File: src/rtl/uart_irq_pkg.sv
package uart_irq_pkg;

    localparam int NUM_SRC   = 11;
    localparam int NUM_MODEM = 4;
    localparam int NUM_PULSE = NUM_SRC - NUM_MODEM;

    // source positions; the clear and mask words share this map
    localparam int IDX_RI      = 0;
    localparam int IDX_CTS     = 1;
    localparam int IDX_DCD     = 2;
    localparam int IDX_DSR     = 3;
    localparam int IDX_RX      = 4;
    localparam int IDX_TX      = 5;
    localparam int IDX_RTO     = 6;
    localparam int IDX_FRAME   = 7;
    localparam int IDX_PARITY  = 8;
    localparam int IDX_BREAK   = 9;
    localparam int IDX_OVERRUN = 10;

    // register addresses
    localparam int REG_MASK   = 0;
    localparam int REG_RAW    = 1;
    localparam int REG_MASKED = 2;
    localparam int REG_CLEAR  = 3;

    typedef logic [NUM_SRC-1:0]   src_vec_t;
    typedef logic [NUM_MODEM-1:0] modem_vec_t;
    typedef logic [NUM_PULSE-1:0] pulse_vec_t;

    typedef struct packed {
        logic     mask_we;
        logic     clr_we;
        src_vec_t data;
    } wr_cmd_t;

    // pulse vector bit 0 is the receive event, so it lands at IDX_RX
    function automatic src_vec_t merge_events(modem_vec_t chg, pulse_vec_t pls);
        return {pls, chg};
    endfunction

    // set has priority over clear
    function automatic src_vec_t next_raw(src_vec_t cur, src_vec_t set, src_vec_t clr);
        return (cur & ~clr) | set;
    endfunction

endpackage

File: src/rtl/uart_irq_modem_sync.sv
module uart_irq_modem_sync #(
    parameter int   NUM_LINES  = 4,
    parameter logic IDLE_LEVEL = 1'b1
) (
    input  logic                 clk,
    input  logic                 rst,
    input  logic [NUM_LINES-1:0] lines_async,
    output logic [NUM_LINES-1:0] changed
);

    for (genvar g = 0; g < NUM_LINES; g++) begin : g_line
        logic meta_q;
        logic sync_q;
        logic prev_q;

        always_ff @(posedge clk) begin
            if (rst) begin
                meta_q <= IDLE_LEVEL;
                sync_q <= IDLE_LEVEL;
                prev_q <= IDLE_LEVEL;
            end else begin
                meta_q <= lines_async[g];
                sync_q <= meta_q;
                prev_q <= sync_q;
            end
        end

        assign changed[g] = sync_q ^ prev_q;
    end

endmodule

File: src/rtl/uart_irq_status.sv
module uart_irq_status
    import uart_irq_pkg::*;
(
    input  logic     clk,
    input  logic     rst,
    input  src_vec_t set_vec,
    input  wr_cmd_t  wr_cmd,
    output src_vec_t raw_q,
    output src_vec_t mask_q,
    output src_vec_t clr_vec
);

    assign clr_vec = wr_cmd.clr_we ? wr_cmd.data : '0;

    always_ff @(posedge clk) begin
        if (rst) begin
            raw_q  <= '0;
            mask_q <= '0;
        end else begin
            raw_q <= next_raw(raw_q, set_vec, clr_vec);
            if (wr_cmd.mask_we) begin
                mask_q <= wr_cmd.data;
            end
        end
    end

endmodule

File: src/rtl/uart_irq_regif.sv
module uart_irq_regif
    import uart_irq_pkg::*;
#(
    parameter int ADDR_W = 3,
    parameter int DATA_W = 16
) (
    input  logic [ADDR_W-1:0] reg_addr,
    input  logic [DATA_W-1:0] reg_wdata,
    input  logic              reg_we,
    input  src_vec_t          raw_q,
    input  src_vec_t          mask_q,
    output wr_cmd_t           wr_cmd,
    output src_vec_t          masked,
    output logic [DATA_W-1:0] reg_rdata
);

    localparam int PAD_W = DATA_W - NUM_SRC;

    assign masked = raw_q & mask_q;

    always_comb begin
        wr_cmd.mask_we = reg_we && (reg_addr == ADDR_W'(REG_MASK));
        wr_cmd.clr_we  = reg_we && (reg_addr == ADDR_W'(REG_CLEAR));
        wr_cmd.data    = reg_wdata[NUM_SRC-1:0];
    end

    always_comb begin
        reg_rdata = '0;
        case (reg_addr)
            ADDR_W'(REG_MASK):   reg_rdata = {{PAD_W{1'b0}}, mask_q};
            ADDR_W'(REG_RAW):    reg_rdata = {{PAD_W{1'b0}}, raw_q};
            ADDR_W'(REG_MASKED): reg_rdata = {{PAD_W{1'b0}}, masked};
            default:             reg_rdata = '0;
        endcase
    end

endmodule

File: src/rtl/uart_irq_ctrl.sv
module uart_irq_ctrl
    import uart_irq_pkg::*;
#(
    parameter int ADDR_W = 3,
    parameter int DATA_W = 16
) (
    input  logic              clk,
    input  logic              rst,
    input  logic              modem_ri_n,
    input  logic              modem_cts_n,
    input  logic              modem_dcd_n,
    input  logic              modem_dsr_n,
    input  logic              rx_evt,
    input  logic              tx_evt,
    input  logic              rto_evt,
    input  logic              err_frame,
    input  logic              err_parity,
    input  logic              err_break,
    input  logic              err_overrun,
    input  logic [ADDR_W-1:0] reg_addr,
    input  logic [DATA_W-1:0] reg_wdata,
    input  logic              reg_we,
    output logic [DATA_W-1:0] reg_rdata,
    output logic              irq
);

    modem_vec_t modem_lines;
    modem_vec_t modem_chg;
    pulse_vec_t pulses;
    src_vec_t   set_vec;
    src_vec_t   clr_vec;
    src_vec_t   raw_q;
    src_vec_t   mask_q;
    src_vec_t   masked;
    wr_cmd_t    wr_cmd;

    always_comb begin
        modem_lines              = '0;
        modem_lines[IDX_RI]      = modem_ri_n;
        modem_lines[IDX_CTS]     = modem_cts_n;
        modem_lines[IDX_DCD]     = modem_dcd_n;
        modem_lines[IDX_DSR]     = modem_dsr_n;
        pulses                   = {err_overrun, err_break, err_parity, err_frame,
                                    rto_evt, tx_evt, rx_evt};
    end

    uart_irq_modem_sync #(
        .NUM_LINES (NUM_MODEM),
        .IDLE_LEVEL(1'b1)
    ) u_sync (
        .clk        (clk),
        .rst        (rst),
        .lines_async(modem_lines),
        .changed    (modem_chg)
    );

    assign set_vec = merge_events(modem_chg, pulses);

    uart_irq_status u_status (
        .clk    (clk),
        .rst    (rst),
        .set_vec(set_vec),
        .wr_cmd (wr_cmd),
        .raw_q  (raw_q),
        .mask_q (mask_q),
        .clr_vec(clr_vec)
    );

    uart_irq_regif #(
        .ADDR_W(ADDR_W),
        .DATA_W(DATA_W)
    ) u_regif (
        .reg_addr (reg_addr),
        .reg_wdata(reg_wdata),
        .reg_we   (reg_we),
        .raw_q    (raw_q),
        .mask_q   (mask_q),
        .wr_cmd   (wr_cmd),
        .masked   (masked),
        .reg_rdata(reg_rdata)
    );

    assign irq = |masked;

endmodule

File: config.mk
export PLATFORM = sky130hd
export DESIGN_NAME = uart_irq_ctrl
export DESIGN_NICKNAME = d
export VERILOG_FILES = /design/src/rtl/uart_irq_pkg.sv /design/src/rtl/uart_irq_modem_sync.sv /design/src/rtl/uart_irq_status.sv /design/src/rtl/uart_irq_regif.sv /design/src/rtl/uart_irq_ctrl.sv
export SDC_FILE = /design/constraint.sdc
export NUM_CORES = 1
export LEC_CHECK = 0
export BUFFER_PORTS_ARGS = -buffer_cell sky130_fd_sc_hd__buf_2
export CAP_MARGIN = 25
export CORE_MARGIN = 2
export CORE_UTILIZATION = 50
export CTS_BUF_LIST = sky130_fd_sc_hd__clkbuf_2
export DETAILED_ROUTE_END_ITERATION = 8
export PLACE_DENSITY = 0.81
export REMOVE_ABC_BUFFERS = 1
export SLEW_MARGIN = 20
export SYNTH_ARGS = -nofsm -noshare
export SYNTH_HDL_FRONTEND = slang
export SYNTH_SLANG_ARGS = --single-unit
File: constraint.sdc
create_clock -name clk -period 1.7 [get_ports clk]
set_input_delay 0.17 -clock clk [delete_from_list [all_inputs] [get_ports clk]]
set_output_delay 0.17 -clock clk [all_outputs]
set_load 0.01 [all_outputs]
After elaboration in Yosys (flattened, before gate mapping)

Index checks and enable logic that the tools add are counted.

Equal/unequal tests: 3
Mux-type cells: 2
Bitwise operators: 8
Reductions and logical operators: 4

Operators by type and width:

| kind                                                | number |
|---|---|
| case mux 11 bit (3 select lines)                    | 1 |
| AND 11 bit                                          | 2 |
| 2-to-1 mux 11 bit                                   | 1 |
| inverter 11 bit                                     | 1 |
| OR 11 bit                                           | 1 |
| OR reduction 11 bit                                 | 1 |
| equality test 3 x 2 -> 1 bit, second input constant | 2 |
| bitwise XOR 1 bit                                   | 4 |
| equality test 3 x 1 -> 1 bit, second input constant | 1 |
| zero test 3 bit                                     | 1 |
| logical AND 1 bit                                   | 2 |

Bits in registers: 34
Output and inout bits: 17

Longest topological paths before layout

Gate-level depths: netlist (run 1).

Depth after elaboration: 6
Depth in mapped cells: 5
Depth with buffers taken out: 3

Cells and area by module

Synthesis (run 1) repeated with hierarchy kept, for this count alone.

Cells, all modules: 205
Area total of the unflattened synthesis: 1956.9 sq um

Modules (own cells, without submodules):

| module              | times used | cells each | area an instance (sq um) |
|---|---|---|---|
| uart_irq_status     | 1          | 93         | 983.4 |
| uart_irq_regif      | 1          | 79         | 589.3 |
| uart_irq_modem_sync | 1          | 29         | 361.6 |
| uart_irq_ctrl       | 1          | 4          | 22.5 |

Least setup slack after synthesis (run 1)

No wires, ideal clock.

Path type: input port to output port
Start: input reg_addr[1]
End: output reg_rdata[0]
Data arrival time: 928 ps
Slack: 602 ps
Stages on the path: 5
Buffers on the path: 2
Cell sequence: buf_2 -> nor2b_1 -> buf_2 -> nand2_1 -> a21oi_1

Cells in the longest elaborated chain, start to end: 2
Elaborated cells on any way between the ends: 4
Those cells by class: eq/ne (2); mux (1); reduce/logical (1)

RTL lines:

| element                                                    | RTL line             | text |
|---|---|---|
| start, declared                                            | uart_irq_ctrl.sv:20  | `input logic [ADDR_W-1:0] reg_addr,` |
| equality test 3 x 2 -> 1 bit, or another cell as far along | uart_irq_regif.sv:29 | `case (reg_addr)` |
| case mux 11 bit (3 select lines) (*)                       | uart_irq_regif.sv:29 |  |
| end, declared                                              | uart_irq_ctrl.sv:23  | `output logic [DATA_W-1:0] reg_rdata,` |

Every way passes the cells marked *; elsewhere a longest branch is shown, timed or not.

Worst setup path after layout (run 1)

Start: register u_status.raw_q[3]
End: output irq

Cells in the longest elaborated chain, start to end: 2

RTL lines:

| element                | RTL line              | text |
|---|---|---|
| start, declared        | uart_irq_status.sv:8  | `output src_vec_t raw_q,` |
| start signal, assigned | uart_irq_status.sv:20 | `raw_q <= next_raw(raw_q, set_vec, clr_vec);` |
| AND 11 bit             | uart_irq_regif.sv:19  | `assign masked = raw_q & mask_q;` |
| OR reduction 11 bit    | uart_irq_ctrl.sv:83   | `assign irq = \|masked;` |
| end, declared          | uart_irq_ctrl.sv:24   | `output logic irq` |

Every way passes these cells.

==> impl_summary.txt, run 1 <==
----------------------------------------------------
[Outcome]
  Result of the run ... finished, violations left
  Violations in the final reports ... DRC

[Floorplanning]
  Horizontal extent of the die ... 58.9 µm
  Height of the die ... between 50 and 60 µm
  Total number of placement rows ... 19
  Area inside the core boundary ... 0.00281 mm²
  Starting utilization of the core area ... around 54%
  Die Footprint ... ~0.0035 mm²
  Count of boundary I/O pins ... 50

[Logic synthesis]
  Post-Syn Area ... roughly 0.0015 mm²
  Synth warnings ... 0
  Proportion of synthesized chip area in sequential cells ... 45.1%
  Mean instance size in the synthesized netlist ... 8.53 µm²
  Number of register bits inferred by synthesis ... 34
  Count of cell types in the netlist ... 26
  Gate Count Post-Synth ... between 150 and 200

[Clock tree]
  Buffer type at the clock tree root ... sky130_fd_sc_hd__clkbuf_2
  Maximum number of buffers from clock root to sink ... 2
  Clock sink count ... 34
  Insertion delay to the later sink of the worst-skew pair ... 0.37 ns
  Number of buffers added by the clock tree synthesis step ... 5
  H-Tree Level Count ... 2
  TritonCTS clock tree ... done
  Clk pin slew, worst setup/hold paths ... 0.16 ns

[STA]
  Setup repair after global routing missed its margin ... true
  Post-route clock period utilization ... between 90 and 100%
  Highest attainable clock frequency ... 623 MHz
  Count of pins over their slew limit ... 0
  Transition time at the pin with the least slew margin ... ~0.54 ns
  Count of endpoints failing setup in the final report ... 0
  Post-layout minimum cycle time ... between 1.5 and 2 ns
  Min setup slack post-route ... roughly 0.094 ns
  Hold Vio Cnt, Final ... 0
  Relative slew slack ... 63.9%
  Max Clock Skew ... about 0.0058 ns

[Cells and area]
  Total Nets Final ... ~260
  Ant diodes ... 0
  Layout cells sized above 1 ... 32.0%
  Synth-to-layout area growth ... 26.7%
  Most frequent cells in the layout ... sky130_fd_sc_hd__buf_2 (39), sky130_fd_sc_hd__dfxtp_1 (30), sky130_fd_sc_hd__nand2_1 (25), sky130_fd_sc_hd__a21oi_1 (18), sky130_fd_sc_hd__nor2_1 (15)
  Most common library cell in the layout ignoring fill and taps ... sky130_fd_sc_hd__buf_2
  End-of-flow core utilization ... a little under 70%

[Placed design]
  Gpl congestion ... roughly 0.82
  Detailed-placement wirelength estimate ... between 2 and 2.5 mm
  Minimum setup slack after placement ... between 0.3 and 0.4 ns
  Total of buffers placed on input and output ports ... 39

[Worst hold path]
  Class of the tightest hold or removal check ... primary input to flop

[Global route]
  Overall Global Routing Usage ... 21.0%
  Via count of the first global-routing pass ... 1278
  Maximum number of pins on one net before global-route repair ... 35
  Remaining global-route overflow ... 0
  First-pass GRT wire length ... 5.49 mm
  Antenna violations before repair ... 0

[Power]
  Worst voltage drop across the vdd grid ... around 630 µV
  Pwr/cell area ... between 800 and 900 mW/mm²
  Leakage component of the power ... around 0.00084 µW

[Setup path]
  Worst setup slack for register-to-register paths ... approximately 0.91 ns
  Gate family responsible for the most delay along the worst path ... compound AO/OA/AOI/OAI gates
  Data required time of the critical path ... about 1.5 ns
  Combined buffer and inverter count along the critical path ... 1
  Cell breakdown of the critical path ... a22o_1 > a221oi_2 > nand3_1 > buf_2
  Delay of the slowest cell on the worst path ... about 0.35 ns
  Crit-path max FO ... 2
  Worst Path Arrival ... roughly 1.4 ns
  Kind of launch point of the worst setup path ... flop
  Class of the most critical setup path ... flop to primary output
  Critical-path cell with the highest stage delay ... sky130_fd_sc_hd__dfxtp_2
  Endpoint type of the worst setup path ... primary output

[Routing]
  Avg WL per Cell ... 12.8 µm
  Count of nets left with antenna violations after detail routing ... 0
  Overall via count from detail_route ... ~1400
  DRC ... 5
  Total iterations of the first detailed-routing run ... 7
  Routed wire length ... approximately 3.3 mm
  Initial detailed-routing violation count ... 83
  Ratio of routed vias to standard cells ... between 5 and 6

[Run]
  Max-capacitance violation count ... 0

----------------------------------------------------
## synth_stat cells (all sizes together)
master | n | share of area, %
a21oi | 18 | 6.0
a221oi | 2 | 1.2
a222oi | 1 | 0.66
a22o | 2 | 1.2
a311oi | 7 | 4.1
a32oi | 8 | 4.6
buf | 10 | 4.6
clkbuf | 4 | 0.99
conb | 1 | 0.25
dfxtp | 34 | 45
inv | 13 | 3.2
nand2 | 25 | 6.2
nand2b | 8 | 3.3
nand3 | 1 | 0.33
nand4b | 1 | 0.58
nor2 | 15 | 3.7
nor2b | 1 | 0.41
nor4b | 2 | 2.6
o211ai | 3 | 1.5
o21ai | 4 | 1.3
or2 | 12 | 5.0
or4b | 1 | 0.91
xnor2 | 4 | 2.3
## repair_timing
action,in CTS,in global routing
hold endpoints to repair,11,0
setup endpoints to repair,0,1
buffers inserted,0,1
hold buffers,11,0
gates resized for setup,0,6
## layout make-up
class	instances	area, µm²
fill	258	893
clock buffer	7	35.0
inverter	13	48.8
sequential	34	686
timing repair buffer	56	350
clock inverter	1	30.0
tap	31	38.8
multi-input combinational	120	723
## worst min-delay path: stages
cell,delay [ns]
sky130_fd_sc_hd__buf_2,0.11
sky130_fd_sc_hd__nand2_1,0.05
sky130_fd_sc_hd__a21oi_1,0.05
## per-stage QoR
stage / power (µW) / instances / cell area (µm²) / hold slack [ns] / TNS [ns]
5_1_grt: 1660 / 262 / 1910 / 0.0126 / -0.0106
3_5_place_dp: 1050 / 242 / 1710 / 0.356 / 0
3_3_place_gp: 1050 / 242 / 1710 / 0.353 / 0
6_report: 1580 / 262 / 1910 / 0.0290 / 0
4_1_cts: 1590 / 261 / 1890 / 0.0114 / 0
2_1_floorplan: 959 / 167 / 1440 / 0.239 / 0
## flip-flops by register name (all words and copies together), names as in the netlist
register	count
u_status.mask_q	11
u_status.raw_q	11
u_sync.g_line.meta_q	4
u_sync.g_line.prev_q	4
u_sync.g_line.sync_q	4
## power by group
| part | total (µW) | internal, µW | leakage [µW] | switching (µW) |
|---|---|---|---|---|
| logic | 197 | 98.9 | 0.000514 | 98.2 |
| registers | 864 | 835 | 0.000281 | 29.5 |
| clock network | 518 | 262 | 0.0000432 | 255 |
## metal layers
layer  global-route usage, %  wire, µm  vias to the layer above
met5                       0         0                        -
met2                    31.9      1550                       49
met1                    26.9      1520                      626
met3                    6.15       225                        8
met4                    11.0        56                        0
li1                        -         -                      703
## worst paths after layout
kind	startpoint	to	cells past startpoint
worst max-delay path	u_status.raw_q[3]	irq	4
worst min-delay path	reg_wdata[1]	u_status.mask_q[1]	3
worst max register to register	u_status.raw_q[6]	u_status.raw_q[6]	2
worst min register to register	u_sync.g_line[1].meta_q	u_sync.g_line[1].sync_q	1
## kinds of logic (layout without fill, tap and decap cells)
| family | after synthesis | in the layout | share of synthesized area (%) |
|---|---|---|---|
| AND/OR/NAND/NOR | 66 | 66 | 23.1 |
| AO/OA/AOI/OAI | 45 | 45 | 20.5 |
| XOR/XNOR | 4 | 4 | 2.32 |
| flip-flops | 34 | 34 | 45.1 |
| other | 1 | 5 | 0.249 |
| buffers and inverters | 27 | 77 | 8.79 |
No activity file was read; power rests on OpenSTA's default activity.
==> inputs of run 2 (changes only) <==
--- a/config.mk
+++ b/config.mk
@@ -7,6 +7,7 @@
 export LEC_CHECK = 0
 export BUFFER_PORTS_ARGS = -buffer_cell sky130_fd_sc_hd__buf_2
 export CAP_MARGIN = 25
+export CORE_ASPECT_RATIO = 1.2
 export CORE_MARGIN = 2
 export CORE_UTILIZATION = 50
 export CTS_BUF_LIST = sky130_fd_sc_hd__clkbuf_2
==> run 2 against run 1 <==
The flow now finishes without violations. First-iteration DRC count fell by 64%. Fmax rose by 1.5%. Power rose by 9.7%. Register-to-register slack got worse by 0.02 ns. Non-clock buffer count fell by 1. Via count fell by 0.43%. Clock-buffer cell count fell by 2. Critical path type unchanged.
==> impl_summary.txt, run 2 (synthesis results as in run 1) <==
----------------------------------------------------
[Outcome]
  Result of the run ... completed

[Cells and area]
  End-of-flow core utilization ... 68.3% (+0.19 points)
  Synth-to-layout area growth ... 28.5%
  Fin area ... 0.00194 mm² (+1.4%)
  Layout cells sized above 1 ... 30.0% (-2.0 points)
  Most common library cell in the layout ignoring fill and taps ... sky130_fd_sc_hd__buf_2
  Registers with the highest flip-flop counts ... u_status.mask_q (11), u_status.raw_q (11)
  Total Nets Final ... 262 (-0.38%)
  Most frequent cells in the layout ... sky130_fd_sc_hd__buf_2 (39), sky130_fd_sc_hd__dfxtp_1 (32), sky130_fd_sc_hd__nand2_1 (25), sky130_fd_sc_hd__a21oi_1 (18), sky130_fd_sc_hd__nor2_1 (15)
  Ant diodes ... 0 (unchanged)

[Power]
  Clock group share of total power ... 38.8% (+6.0 points)
  Net Switching ... 401 µW (+4.6%)
  Internal power consumption ... 1330 µW (+11%)
  Switching fraction of total power ... 23.1% (-1.1 points)
  Pwr/cell area ... 893 mW/mm² (+8.2%)
  Power share of the sequential group ... 49.8% (-4.9 points)
  Worst voltage drop across the vdd grid ... 833 µV (+33%)
  Leakage component of the power ... 0.000841 µW (+0.24%)
  Logic pwr share ... 11.4% (-1.1 points)

[Clock tree]
  Maximum number of buffers from clock root to sink ... 2 (unchanged)
  Clock sink count ... 34 (unchanged)
  H-Tree Level Count ... 2 (unchanged)
  TritonCTS clock tree ... done
  Clk pin slew, worst setup/hold paths ... 0.17 ns (about the same)
  Number of buffers added by the clock tree synthesis step ... 5 (unchanged)
  Insertion delay to the later sink of the worst-skew pair ... 0.37 ns (about the same)
  Buffer type at the clock tree root ... sky130_fd_sc_hd__clkbuf_2

[Floorplanning]
  Horizontal extent of the die ... 54.2 µm (-8.1%)
  Total number of placement rows ... 21 (+2)
  Starting utilization of the core area ... 53.2% (-0.62 points)
  Die Footprint ... 0.00348 mm² (about the same)
  Count of boundary I/O pins ... 50 (unchanged)
  Height of the die ... 64.2 µm (+8.9%)
  Area inside the core boundary ... 0.00284 mm² (+1.2%)

[Global route]
  Maximum number of pins on one net before global-route repair ... 35 (unchanged)
  First-pass GRT wire length ... 5.09 mm (-7.4%)
  Overall Global Routing Usage ... 20.0% (-0.97 points)
  Via count of the first global-routing pass ... 1229 (-3.8%)
  Remaining global-route overflow ... 0 (unchanged)
  Antenna violations before repair ... 0 (unchanged)

[STA]
  Post-layout minimum cycle time ... 1.58 ns (-0.0237 ns)
  Count of pins over their slew limit ... 0 (unchanged)
  Highest attainable clock frequency ... 632 MHz (+1.5%)
  Transition time at the pin with the least slew margin ... 0.536 ns (-0.00548 ns)
  Hold Vio Cnt, Final ... 0 (unchanged)
  Setup repair after global routing missed its margin ... true
  Min setup slack post-route ... 0.118 ns (+0.0237 ns)
  Max Clock Skew ... 0.00274 ns (-0.00308 ns)
  Post-route clock period utilization ... 93.1% (-1.4 points)
  Count of endpoints failing setup in the final report ... 0 (unchanged)
  Relative slew slack ... 64.2% (+0.37 points)

[Placed design]
  Detailed-placement wirelength estimate ... 2.24 mm (-0.57%)
  Gpl congestion ... 0.738 (-11%)
  Placed Area ... 0.00169 mm² (-1.1%)
  Minimum setup slack after placement ... 0.255 ns (-0.0887 ns)
  Total of buffers placed on input and output ports ... 39 (unchanged)

[Worst hold path]
  HP Start ... reg_wdata[3]
  Class of the tightest hold or removal check ... primary input to flop

[Setup path]
  Data required time of the critical path ... 1.53 ns (about the same)
  Combined buffer and inverter count along the critical path ... 1 (unchanged)
  Class of the most critical setup path ... flop to primary output
  Kind of launch point of the worst setup path ... flop
  Endpoint type of the worst setup path ... primary output
  Crit-path max FO ... 4 (+2)
  Delay of the slowest cell on the worst path ... 0.36 ns (about the same)
  Cell breakdown of the critical path ... a22o_1 > a221oi_2 > nand3_1 > buf_2
  Origin of the critical flop-to-flop path ... u_status.raw_q[8]
  Critical-path cell with the highest stage delay ... sky130_fd_sc_hd__dfxtp_2
  Launch point of the worst path ... u_status.raw_q[5]
  Gate family responsible for the most delay along the worst path ... compound AO/OA/AOI/OAI gates
  Worst Path Arrival ... 1.41 ns (-0.03 ns)

[Run]
  Max-capacitance violation count ... 0 (unchanged)

[Routing]
  Total iterations of the first detailed-routing run ... 4 (-3)
  Avg WL per Cell ... 12.4 µm (-2.6%)
  Ratio of routed vias to standard cells ... 5.23 (-1.2%)
  Routed wire length ... 3.28 mm (-1.8%)
  DRC ... 0 (-5)
  Count of nets left with antenna violations after detail routing ... 0 (unchanged)
  Overall via count from detail_route ... 1380 (-0.43%)
  Initial detailed-routing violation count ... 30 (-64%)

----------------------------------------------------
## run 2: area by class of cell
type / count / area (µm²)
fill: 232 / 898
multi-input combinational: 120 / 723
sequential: 34 / 683
timing repair buffer: 55 / 348
clock inverter: 3 / 68.8
inverter: 13 / 48.8
tap: 34 / 42.5
clock buffer: 5 / 25.0
## run 2: routing by layer
metal	vias to the layer above	track usage [%]	share of wire (%)
li1	703	-	-
met1	615	22.5	42
met2	51	32.8	49
met3	11	7.24	6.9
met4	0	8.75	2.4
met5	-	0	0
## run 2: worst register-to-register path, cell delays in order (launching register included)
cell	delay, ns
sky130_fd_sc_hd__dfxtp_1	0.42
sky130_fd_sc_hd__nor2_1	0.07
sky130_fd_sc_hd__a311oi_1	0.25
## run 2: through the flow
| step | TNS (ns) | hold slack, ns | std cells | total power [µW] |
|---|---|---|---|---|
| after floorplan | 0 | 0.239 | 167 | 959 |
| after global placement | 0 | 0.352 | 242 | 1040 |
| after detailed placement | 0 | 0.356 | 242 | 1050 |
| after CTS | 0 | 0.00956 | 261 | 1740 |
| after global routing | -0.0123 | 0.00860 | 264 | 1820 |
| final | 0 | 0.0327 | 264 | 1730 |
## run 2: power groups by stage
stage          combinational, µW  clock [µW]  sequential, µW
3_3_place_gp                 166           0             876
3_5_place_dp                 171           0             877
4_1_cts                      192         686             860
2_1_floorplan               88.7           0             870
6_report                     198         673             863
5_1_grt                      219         732             868
## run 2: what timing repair did
action,in CTS,in global routing
endpoints found under the setup margin,0,1
buffers inserted,0,1
endpoints found under the hold margin,11,2
hold buffers,11,2
gates resized for setup,0,4
## run 2: final timing paths
path / to / slack (ns) / cells past startpoint
worst max-delay path: irq / 0.12 / 4
worst min-delay path: u_status.mask_q[3] / 0.03 / 3
worst max register to register: u_status.raw_q[8] / 0.89 / 2
worst min register to register: u_sync.g_line[0].sync_q / 0.43 / 1
==> inputs of run 3 (changes only) <==
--- a/config.mk
+++ b/config.mk
@@ -5,6 +5,7 @@
 export SDC_FILE = /design/constraint.sdc
 export NUM_CORES = 1
 export LEC_CHECK = 0
+export ABC_AREA = 1
 export BUFFER_PORTS_ARGS = -buffer_cell sky130_fd_sc_hd__buf_2
 export CAP_MARGIN = 25
 export CORE_ASPECT_RATIO = 1.2
==> run 3 against run 2 <==
Hold slack got worse by 0.020 ns. Via count increased by 4.9%. Clock power decreased by 1%. Critical endpoint is now reg_rdata[3]. Final cell count increased by 15%. Critical path type unchanged. Non-clock buffer count decreased by 5. Clock-buffer cell count unchanged. Final area decreased by 1.1%. Synthesized area increased by 3.1%. Clock skew increased by 0.014 ns. Die area increased by 2.8%. Sequential power about the same.
==> impl_summary.txt, run 3 <==
----------------------------------------------------
[Power]
  Switching fraction of total power ... 23.6% (+0.43 points)
  Logic pwr share ... 11.1% (-0.3 points)
  Clock group share of total power ... 38.6% (-0.2 points)
  Power share of the sequential group ... 50.3% (+0.5 points)
  Leakage component of the power ... 0.000963 µW (+14%)
  Pwr/cell area ... 897 mW/mm² (+0.41%)
  Worst voltage drop across the vdd grid ... 1040 µV (+24%)
  Internal power consumption ... 1320 µW (-1.3%)
  Net Switching ... 405 µW (+1.2%)

[Floorplanning]
  Horizontal extent of the die ... 54.9 µm (+1.4%)
  Die Footprint ... 0.00357 mm² (+2.8%)
  Count of boundary I/O pins ... 50 (unchanged)
  Starting utilization of the core area ... 51.4% (-1.8 points)
  Height of the die ... 65.1 µm (+1.4%)
  Total number of placement rows ... 22 (+4.8%)
  Area inside the core boundary ... 0.00303 mm² (+6.7%)

[Cells and area]
  Number of fillers in the final layout ... 298 (+28%)
  Registers with the highest flip-flop counts ... u_status.mask_q (11), u_status.raw_q (11)
  Synth-to-layout area growth ... 23.3%
  Layout cells sized above 1 ... 24.3% (-5.7 points)
  Most frequent cells in the layout ... sky130_fd_sc_hd__nand2_1 (70), sky130_fd_sc_hd__buf_2 (39), sky130_fd_sc_hd__dfxtp_1 (34), sky130_fd_sc_hd__nor2_1 (25), sky130_fd_sc_hd__inv_1 (20)
  End-of-flow core utilization ... 63.3% (-5.0 points)
  Total Nets Final ... 300 (+15%)
  Ant diodes ... 0 (unchanged)
  Most common library cell in the layout ignoring fill and taps ... sky130_fd_sc_hd__nand2_1

[Setup path]
  Class of the most critical setup path ... flop to primary output
  Worst setup slack for register-to-register paths ... 0.96 ns (+0.07 ns)
  Kind of launch point of the worst setup path ... flop
  Data required time of the critical path ... 1.53 ns (about the same)
  Worst Path Arrival ... 1.24 ns (-0.17 ns)
  Crit-path max FO ... 3 (-1)
  Endpoint type of the worst setup path ... primary output
  Cells on worst reg2reg path ... 1 (-1)

[Run]
  Max-capacitance violation count ... 0 (unchanged)

[Global route]
  Overall Global Routing Usage ... 21.2% (+1.1 points)
  Via count of the first global-routing pass ... 1309 (+6.5%)
  Remaining global-route overflow ... 0 (unchanged)
  Maximum number of pins on one net before global-route repair ... 23 (-34%)
  First-pass GRT wire length ... 5.51 mm (+8.3%)
  Antenna violations before repair ... 0 (unchanged)

[STA]
  Count of pins over their slew limit ... 0 (unchanged)
  Count of endpoints failing setup in the final report ... 0 (unchanged)
  Post-layout minimum cycle time ... 1.41 ns (-0.171 ns)
  Post-route clock period utilization ... 83.0% (-10 points)
  Setup tns final ... 0 ns (unchanged)
  Highest attainable clock frequency ... 709 MHz (+12%)
  Max Clock Skew ... 0.0166 ns (+0.0139 ns)
  Setup repair after global routing missed its margin ... false
  Min setup slack post-route ... 0.289 ns (+0.171 ns)
  Hold Vio Cnt, Final ... 0 (unchanged)
  Hold slack ... 0.0124 ns (-0.0203 ns)

[Placed design]
  Total of buffers placed on input and output ports ... 39 (unchanged)
  Detailed-placement wirelength estimate ... 2.29 mm (+2.5%)
  Gpl congestion ... 0.805 (+9.1%)
  Minimum setup slack after placement ... 0.394 ns (+0.139 ns)

[Worst hold path]
  Worst hold path depth ... 3 (unchanged)
  Class of the tightest hold or removal check ... primary input to flop

[Logic synthesis]
  Share of Yosys cell area claimed by the top area cell type ... 43.8% (-1.3 points)
  Number of register bits inferred by synthesis ... 34 (unchanged)
  Most instantiated cells after synthesis ... sky130_fd_sc_hd__nand2_1 (70), sky130_fd_sc_hd__dfxtp_1 (34), sky130_fd_sc_hd__nor2_1 (25), sky130_fd_sc_hd__inv_1 (20)
  Proportion of synthesized chip area in sequential cells ... 43.8% (-1.3 points)
  Mean instance size in the synthesized netlist ... 7.10 µm² (-17%)
  Top flip-flop cell by instance count after synthesis ... sky130_fd_sc_hd__dfxtp_1
  Synth warnings ... 0 (unchanged)
  Cell accounting for the most synthesized area ... sky130_fd_sc_hd__dfxtp_1
  Leading cell types by total area after synthesis ... sky130_fd_sc_hd__dfxtp_1 (44%), sky130_fd_sc_hd__nand2_1 (17%), sky130_fd_sc_hd__nor2_1 (6.0%), sky130_fd_sc_hd__o211ai_1 (5.3%), sky130_fd_sc_hd__inv_1 (4.8%)
  Proportion of synthesized flip-flops having asynchronous set or reset ... 0% (unchanged)
  Gate Count Post-Synth ... 219 (+24%)
  Most instantiated library cell after synthesis ... sky130_fd_sc_hd__nand2_1
  Post-Syn Area ... 0.00156 mm² (+3.1%)
  Post-synth EDFFs ... 0 (unchanged)
  Count of cell types in the netlist ... 19 (-27%)

[Routing]
  Total iterations of the first detailed-routing run ... 4 (unchanged)
  Overall via count from detail_route ... 1448 (+4.9%)
  Avg WL per Cell ... 11.4 µm (-8.0%)
  Count of nets left with antenna violations after detail routing ... 0 (unchanged)
  Routed wire length ... 3.48 mm (+6.0%)
  Initial detailed-routing violation count ... 31 (+3.3%)
  DRC ... 0 (unchanged)
  Ratio of routed vias to standard cells ... 4.76 (-8.9%)

[Clock tree]
  Number of buffers added by the clock tree synthesis step ... 5 (unchanged)
  Clock sink count ... 34 (unchanged)
  Maximum number of buffers from clock root to sink ... 2 (unchanged)
  H-Tree Level Count ... 2 (unchanged)
  Buffer type at the clock tree root ... sky130_fd_sc_hd__clkbuf_2
  Total of hold buffers inserted after clock tree synthesis ... 6 (-5)
  TritonCTS clock tree ... done
  Post-CTS Resized ... 0 (unchanged)
  Insertion delay to the later sink of the worst-skew pair ... 0.37 ns (about the same)
  Post-CTS setup buffers ... 0 (unchanged)
  Clk pin slew, worst setup/hold paths ... 0.16 ns (about the same)

[Outcome]
  Result of the run ... completed

----------------------------------------------------
## run 3: cell types whose count changed after synthesis, moves of 4 or more
| cell | previous run | this run |
|---|---|---|
| sky130_fd_sc_hd__o21ai_0 | 4 | 0 |
| sky130_fd_sc_hd__o211ai_1 | 3 | 11 |
| sky130_fd_sc_hd__nor2_1 | 15 | 25 |
| sky130_fd_sc_hd__a311oi_1 | 7 | 0 |
| sky130_fd_sc_hd__nand3_1 | 1 | 11 |
| sky130_fd_sc_hd__a32oi_1 | 8 | 0 |
| sky130_fd_sc_hd__inv_1 | 13 | 20 |
| sky130_fd_sc_hd__nand2b_1 | 8 | 0 |
| sky130_fd_sc_hd__a21oi_1 | 18 | 12 |
| sky130_fd_sc_hd__nand2_1 | 25 | 70 |
## run 3: final timing paths
check                                              from                 endpoint
worst min register to register  u_sync.g_line[2].meta_q  u_sync.g_line[2].sync_q
worst max-delay path                  u_status.raw_q[3]             reg_rdata[3]
worst max register to register  u_sync.g_line[2].sync_q  u_sync.g_line[2].prev_q
worst min-delay path                            rto_evt        u_status.raw_q[6]
## run 3: kinds of logic (layout without fill, tap and decap cells)
group | count (synthesis) | after routing | share of synthesized area (%)
compound gates | 23 | 23 | 9.17
xor+xnor | 4 | 4 | 2.25
buf+inv | 34 | 79 | 10.3
flops | 34 | 34 | 43.8
other cells | 1 | 5 | 0.241
simple gates | 123 | 123 | 34.3
## run 3: metrics by stage
step,power (µW),cell area (µm²),instances
5_1_grt,1800,1920,304
6_report,1720,1920,304
2_1_floorplan,972,1490,210
4_1_cts,1720,1910,303
3_5_place_dp,1060,1760,289
3_3_place_gp,1050,1760,289
## run 3: layer usage
metal | vias up | global-route usage (%) | wire length, µm
met5 | - | 0 | 0
met4 | 0 | 7.62 | 76
met3 | 8 | 5.91 | 186
met2 | 42 | 34.2 | 1660
met1 | 632 | 26.3 | 1550
li1 | 766 | - | -
## run 3: power by group through the flow
stage          Clock, µW  Sequential [µW]  Combinational [µW]
6_report             664              866                 191
5_1_grt              712              871                 216
4_1_cts              669              866                 189
3_5_place_dp           0              883                 176
3_3_place_gp           0              881                 174
2_1_floorplan          0              875                97.0
## run 3: area by class of cell
cell class | instances | area, µm² | share of cell area, %
clock buffers | 5 | 25.0 | 1.30
clock inverters | 3 | 63.8 | 3.33
inverters | 21 | 78.8 | 4.11
multi-input cells | 155 | 729 | 38.0
flip-flops and latches | 34 | 681 | 35.5
well taps | 36 | 45.0 | 2.35
repair buffers | 50 | 295 | 15.4
## run 3: worst max-delay path, stage by stage, from the launching register on
cell	delay (ns)
sky130_fd_sc_hd__dfxtp_1	0.39
sky130_fd_sc_hd__nand2_1	0.08
sky130_fd_sc_hd__o211ai_1	0.23
sky130_fd_sc_hd__buf_2	0.17
